$ cat src/rtl/ams_pkg.sv
package ams_pkg;

    localparam int SLOT_CNT  = 4;
    localparam int SLOT_W    = 2;
    localparam int SLOT_RAW  = 0;
    localparam int SLOT_GATE = 1;
    localparam int SLOT_ON   = 2;
    localparam int SLOT_OFF  = 3;

    typedef struct packed {
        logic raw;
        logic en;
    } irq_state_t;

endpackage

$ cat src/rtl/ams_mode_screen.sv
module ams_mode_screen #(
    parameter int MODE_W      = 2,
    parameter int LINEAR_CODE = 0,
    parameter int WRAP_CODE   = 1
) (
    input  logic              in_valid,
    input  logic [MODE_W-1:0] in_mode,
    output logic              out_valid,
    output logic [MODE_W-1:0] out_mode,
    output logic              bad_mode
);
    localparam logic [MODE_W-1:0] LIN  = MODE_W'(LINEAR_CODE);
    localparam logic [MODE_W-1:0] WRAP = MODE_W'(WRAP_CODE);

    logic supported;

    always_comb begin
        supported = (in_mode == LIN) || (in_mode == WRAP);
        out_valid = in_valid;
        out_mode  = supported ? in_mode : LIN;
        bad_mode  = in_valid && !supported;
    end
endmodule

$ cat src/rtl/ams_irq_next.sv
module ams_irq_next
    import ams_pkg::*;
(
    input  irq_state_t          cur,
    input  logic                err_hit,
    input  logic [SLOT_CNT-1:0] we,
    input  logic                wbit,
    output irq_state_t          nxt
);
    logic raw_clr, en_on, en_off;

    always_comb begin
        raw_clr = we[SLOT_RAW] && wbit;
        en_on   = we[SLOT_ON]  && wbit;
        en_off  = we[SLOT_OFF] && wbit;
        nxt     = cur;
        // A fresh error outranks a software clear.
        if (err_hit)      nxt.raw = 1'b1;
        else if (raw_clr) nxt.raw = 1'b0;
        // Off wins over on, so a joint write leaves the enable low.
        if (en_off)       nxt.en = 1'b0;
        else if (en_on)   nxt.en = 1'b1;
    end
endmodule

$ cat src/rtl/ams_read_mux.sv
module ams_read_mux
    import ams_pkg::*;
#(
    parameter int DATA_W = 32
) (
    input  irq_state_t        st,
    input  logic [SLOT_W-1:0] raddr,
    output logic [DATA_W-1:0] rdata
);
    logic flag;

    always_comb begin
        unique case (raddr)
            SLOT_W'(SLOT_RAW):  flag = st.raw;
            SLOT_W'(SLOT_GATE): flag = st.raw && st.en;
            default:            flag = st.en;
        endcase
    end

    generate
        if (DATA_W > 1) begin : g_wide
            assign rdata = {{(DATA_W-1){1'b0}}, flag};
        end else begin : g_narrow
            assign rdata = flag;
        end
    endgenerate
endmodule

$ cat src/rtl/access_mode_screen.sv
module access_mode_screen
    import ams_pkg::*;
#(
    parameter int MODE_W = 2,
    parameter int DATA_W = 32
) (
    input  logic                clk,
    input  logic                rst_n,
    input  logic                req_valid,
    input  logic [MODE_W-1:0]   req_mode,
    output logic                fwd_valid,
    output logic [MODE_W-1:0]   fwd_mode,
    input  logic [SLOT_CNT-1:0] reg_we,
    input  logic [DATA_W-1:0]   reg_wdata,
    input  logic [SLOT_W-1:0]   reg_raddr,
    output logic [DATA_W-1:0]   reg_rdata,
    output logic                irq
);
    irq_state_t st_d, st_q;
    logic       bad_mode;

    ams_mode_screen #(.MODE_W(MODE_W)) u_screen (
        .in_valid (req_valid),
        .in_mode  (req_mode),
        .out_valid(fwd_valid),
        .out_mode (fwd_mode),
        .bad_mode (bad_mode)
    );

    ams_irq_next u_next (
        .cur    (st_q),
        .err_hit(bad_mode),
        .we     (reg_we),
        .wbit   (reg_wdata[0]),
        .nxt    (st_d)
    );

    ams_read_mux #(.DATA_W(DATA_W)) u_rmux (
        .st   (st_q),
        .raddr(reg_raddr),
        .rdata(reg_rdata)
    );

    always_ff @(posedge clk or negedge rst_n) begin
        if (!rst_n) st_q <= '0;
        else        st_q <= st_d;
    end

    assign irq = st_q.raw && st_q.en;
endmodule

$ cat config.mk
export PLATFORM = sky130hd
export DESIGN_NAME = access_mode_screen
export DESIGN_NICKNAME = d
export VERILOG_FILES = /design/src/rtl/ams_pkg.sv /design/src/rtl/ams_mode_screen.sv /design/src/rtl/ams_irq_next.sv /design/src/rtl/ams_read_mux.sv /design/src/rtl/access_mode_screen.sv
export SDC_FILE = /design/constraint.sdc
export NUM_CORES = 1
export LEC_CHECK = 0
export BUFFER_PORTS_ARGS = -buffer_cell sky130_fd_sc_hd__buf_2
export CAP_MARGIN = 5
export CORE_UTILIZATION = 24
export CTS_BUF_LIST = sky130_fd_sc_hd__clkbuf_4
export CTS_CLUSTER_DIAMETER = 50
export CTS_CLUSTER_SIZE = 20
export DETAILED_ROUTE_END_ITERATION = 10
export GPL_TIMING_DRIVEN = 0
export PLACE_DENSITY = 0.81
export SYNTH_ARGS = -nofsm -noshare
export SYNTH_HDL_FRONTEND = slang
export SYNTH_HIERARCHICAL = 1
export SYNTH_SLANG_ARGS = --single-unit
$ cat constraint.sdc
create_clock -name clk -period 1.1 [get_ports clk]
set_clock_uncertainty 0.15 [all_clocks]
set_input_delay 0.055 -clock clk [delete_from_list [all_inputs] [get_ports clk]]
set_output_delay 0.055 -clock clk [all_outputs]
set_load 0.005 [all_outputs]
; ---- After elaboration in Yosys (flattened, before gate mapping)
; Cells that the tools add are included.
; W data, S select, Z words.
[word_totals]
reg_bits = 2
input_bits = 43
output_inout_bits = 36
word_cells = 21
[op_classes]
n_eq_ne = 2
muxes = 6
reduce_logical = 11
[op_table]
columns = cell, n
row1 = $logic_and A1 B1 Y1, 5
row2 = $eq A2 B1 Y1 const B, 2
row3 = $logic_not A2 Y1, 2
row4 = $mux W1, 4
row5 = $reduce_bool A2 Y1, 2
row6 = $mux W2, 1
row7 = $pmux W1 S2, 1
row8 = $logic_not A1 Y1, 1
row9 = $logic_or A1 B1 Y1, 1

; ---- Logic depth before layout (Yosys ltp)
[logic_depth]
word_depth = 5
mapped_depth = 3
depth_no_buf = 2

; ---- Hierarchy
; Netlist, hierarchy kept.
[modules_own_cells]
columns = module, instances, cells_per_inst, area_per_inst_um2, seq_area_each_um2
row1 = ams_read_mux, 1, 35, 256.5, 0.0
row2 = access_mode_screen, 1, 3, 56.3, 50.0
row3 = ams_mode_screen, 1, 5, 35.0, 0.0
row4 = ams_irq_next, 1, 4, 21.3, 0.0

; ---- Worst setup path before layout
; Ideal clock, no wire load.
[synth_path]
path_type = reg2out
from = reg st_q[1] in the netlist's numbering
to = out reg_rdata[0]
arrival_time_ns = 0.671
required_ns = 0.895
path_slack_ns = 0.224
stages_incl_launch_ff = 3
n_path_buf = 1
path_cell_list = dfrtp_1 -> o22a_1 -> buf_4
[synth_via]
elab_chain_len = 2
[synth_rtl]
columns = item, line
row1 = "start, declared", access_mode_screen.sv:19  ; irq_state_t st_d, st_q;
row2 = "start signal, assigned", access_mode_screen.sv:46  ; else st_q <= st_d;
row3 = $logic_and A1 B1 Y1, ams_read_mux.sv:15  ; SLOT_W'(SLOT_GATE): flag = st.raw && st.en;
row4 = $pmux W1 S2 (*), ams_read_mux.sv:13  ; unique case (raddr)
row5 = "end, declared", access_mode_screen.sv:16  ; output logic [DATA_W-1:0] reg_rdata,
; Mark *: on every way between the ends. The rest lies on a longest branch, timed or not.

; ---- Worst setup path in the final report
[layout_path]
from = reg st_q[0] in the netlist's numbering
to = out irq
[layout_via]
elab_chain_len = 1
[layout_rtl]
columns = item, line
row1 = $logic_and A1 B1 Y1, access_mode_screen.sv:49  ; assign irq = st_q.raw && st_q.en;
row2 = "end, declared", access_mode_screen.sv:17  ; output logic irq
; Every way passes these cells.

==> results_dict.tcl <==
set metrics [dict create \
    holdPathStages 3 \
    p_int_w 0.000361 \
    top_register "st_q" \
    diodes 0 \
    timing.final.crit_period_ps 1180 \
    io_buffer_count 14 \
    synth_warnings 6 \
    violations "setup timing" \
    reg2reg_slack_ps 90 \
    hold_slack_ps 27.6 \
    first_global_vias 256 \
    synth_top_cell_by_area "buf_4" \
    cts.sinks 2 \
    maxCapViolCount 0 \
    power_w 0.000491 \
    grt_pass1_wl_um 1100 \
    end_kind "primary output" \
    p_per_area_mw_per_mm2 701 \
    synth.top_cell.area_share_pct 69.2 \
    vias_per_cell 3.01 \
    gr-total-overflow 0 \
    dp_slack_ps 89.1 \
    dr_wl_met3_um 76 \
    worstHoldPathType "input pin to flip-flop" \
    r2r_start "st_q[1]" \
    clk_pin_slew_ps 40 \
    drt_pre_antenna_iters 1 \
    synth_area_leaders "buf_4 (69%), dfrtp_1 (14%), a21oi_1 (2.7%)" \
    grt_max_degree 4 \
    pwr-share-seq_pct 18.1 \
    hold_start "req_valid" \
    synth_cell_types 11 \
    power_frac_comb_pct 47.2 \
    dieArea_mm2 0.00170 \
    setup_viol 2 \
    syn_inst 47 \
    antenna_found_initial 0 \
    synth_seq_cells 2 \
    synth_edf_count 0 \
    whs_endpoint "st_q[1]" \
    ir_drop_mv 0.451 \
    yosys-top-cells-count "buf_4 (34), a21oi_1 (2), conb_1 (2), dfrtp_1 (2)" \
    hold_violations 0 \
    stdcell_count 118 \
    required_ps 890 \
    wirelength_um 792 \
    gp_congestion 0.618 \
    layout-area-overhead-vs-synth_pct 89.8 \
    synthesis.area_um2 369 \
    yosysMostFrequentCell "buf_4" \
    ant_nets 0 \
    dr.max_layer_used "met4" \
    maxSlewViolCount 0 \
    rsz0062_at_grt "yes" \
    reg_top3 "st_q (2)" \
    r2r_end "st_q[1]" \
    place_inst 106 \
    wl_met1_um 214 \
    core_area_mm2 0.00137 \
    met2_length_um 486 \
    die-height_um 41.2 \
    synth-async-reset-ratio_pct 100 \
    arrival_ps 970 \
    tns_ps -109 \
    die_w_um 41.2 \
    startpoint_type "flip-flop" \
    clk_path_buf_depth 2 \
    cts_root_buffer "clkbuf_4" \
    status "finished with violations" \
    fmax_ghz 0.849 \
    cts_max_level 1 \
    num_vias 355 \
    largest_register_ffs 2 \
    wire_per_inst_um 6.71 \
    syn_avg_cell_area_um2 7.85 \
    fin_ws_ps -77.2 \
    switchingPower_w 0.000130 \
    ios 79 \
    path_class "flip-flop to primary output" \
    yosysSeqAreaShare_pct 13.6 \
    rows 13 \
    drtIter0Drc 0 \
    cts-buffers-inserted 3 \
    grt_usage_pct 11.1 \
    netSwitchingFraction_pct 26.4 \
    path_max_fanout 2 \
    final_nets 148 \
    drc_errors 0 \
    drive_gt1_share_pct 54.4 \
    start_util_pct 27.0 \
    fin_crit_sh_pct 107 \
    p_clk_share_pct 34.7 \
    total_leakage_power_nw 0.457 \
    clock_latency_ps 230 \
    yosys_most_used_dff "dfrtp_1" \
    tritoncts "yes" \
    r2r_cells 3 \
]
## through the flow
| stage | area, µm² | util, % |
|---|---|---|
| 4_1_cts | 711 | 52.0 |
| 3_5_place_dp | 571 | 41.8 |
| 6_report | 701 | 51.3 |
| 2_1_floorplan | 482 | - |
| 5_1_grt | 701 | 51.3 |
| 3_3_place_gp | 571 | 41.8 |
## critical path, stage by stage (launching register included)
cell     delay, ps
dfrtp_1        390
buf_6          120
and2_4         130
buf_6          100
## cells by family (layout without fill, tap and decap cells)
logic type | Yosys count | in the layout | synth area share (%)
other cells | 2 | 32 | 2.03
flops | 2 | 2 | 13.6
simple gates | 5 | 5 | 8.14
compound gates | 4 | 4 | 7.12
buf+inv | 34 | 60 | 69.2
## what timing repair did
| action | 4_1_cts | 5_1_grt |
|---|---|---|
| setup buffers | 3 | 0 |
| pin swaps | 1 | 1 |
| hold buffers | 8 | 0 |
| endpoints found under the hold margin | 4 | 0 |
| setup endpoints to repair | 1 | 3 |
| gates resized for setup | 5 | 0 |
## cell usage in the layout (no fill, tap or decap), drive strengths merged
cell,count
a21oi,2
nor2,1
dfrtp,2
and2b,1
clkbuf,3
and2,2
dlygate4sd3,7
buf,50
conb,32
nand2,1
o22a,1
a21o,1
## area by class of cell
type | instances | area, µm²
flip-flops and latches | 2 | 50.0
multi-input cells | 41 | 179
clock buffers | 3 | 22.5
repair buffers | 24 | 183
plain buffers | 33 | 248
fillers | 134 | 666
well taps | 15 | 18.8
## routing by layer
layer / vias to the layer above / track usage, %
met2: 27 / 19.9
li1: 191 / -
met4: 0 / 12.1
met1: 135 / 8.68
met3: 2 / 3.80
met5: - / 0
## worst max-delay path by stage
stage                  from            to  slack [ps]
floorplan           st_q[1]  reg_rdata[0]         220
CTS                 st_q[1]           irq         -80
global placement    st_q[1]  reg_rdata[0]         100
finish              st_q[0]           irq         -80
detailed placement  st_q[1]  reg_rdata[0]          90
global route        st_q[0]           irq        -110
## power groups by stage
| stage | combinational (W) | clock (W) | sequential, W |
|---|---|---|---|
| 2_1_floorplan | 0.000138 | 0 | 0.0000877 |
| 3_3_place_gp | 0.000169 | 0 | 0.0000892 |
| 3_5_place_dp | 0.000171 | 0 | 0.0000897 |
| 4_1_cts | 0.000227 | 0.000181 | 0.0000885 |
| 5_1_grt | 0.000261 | 0.000186 | 0.0000901 |
| 6_report | 0.000232 | 0.000170 | 0.0000888 |
(Power assumes the default switching activity.)
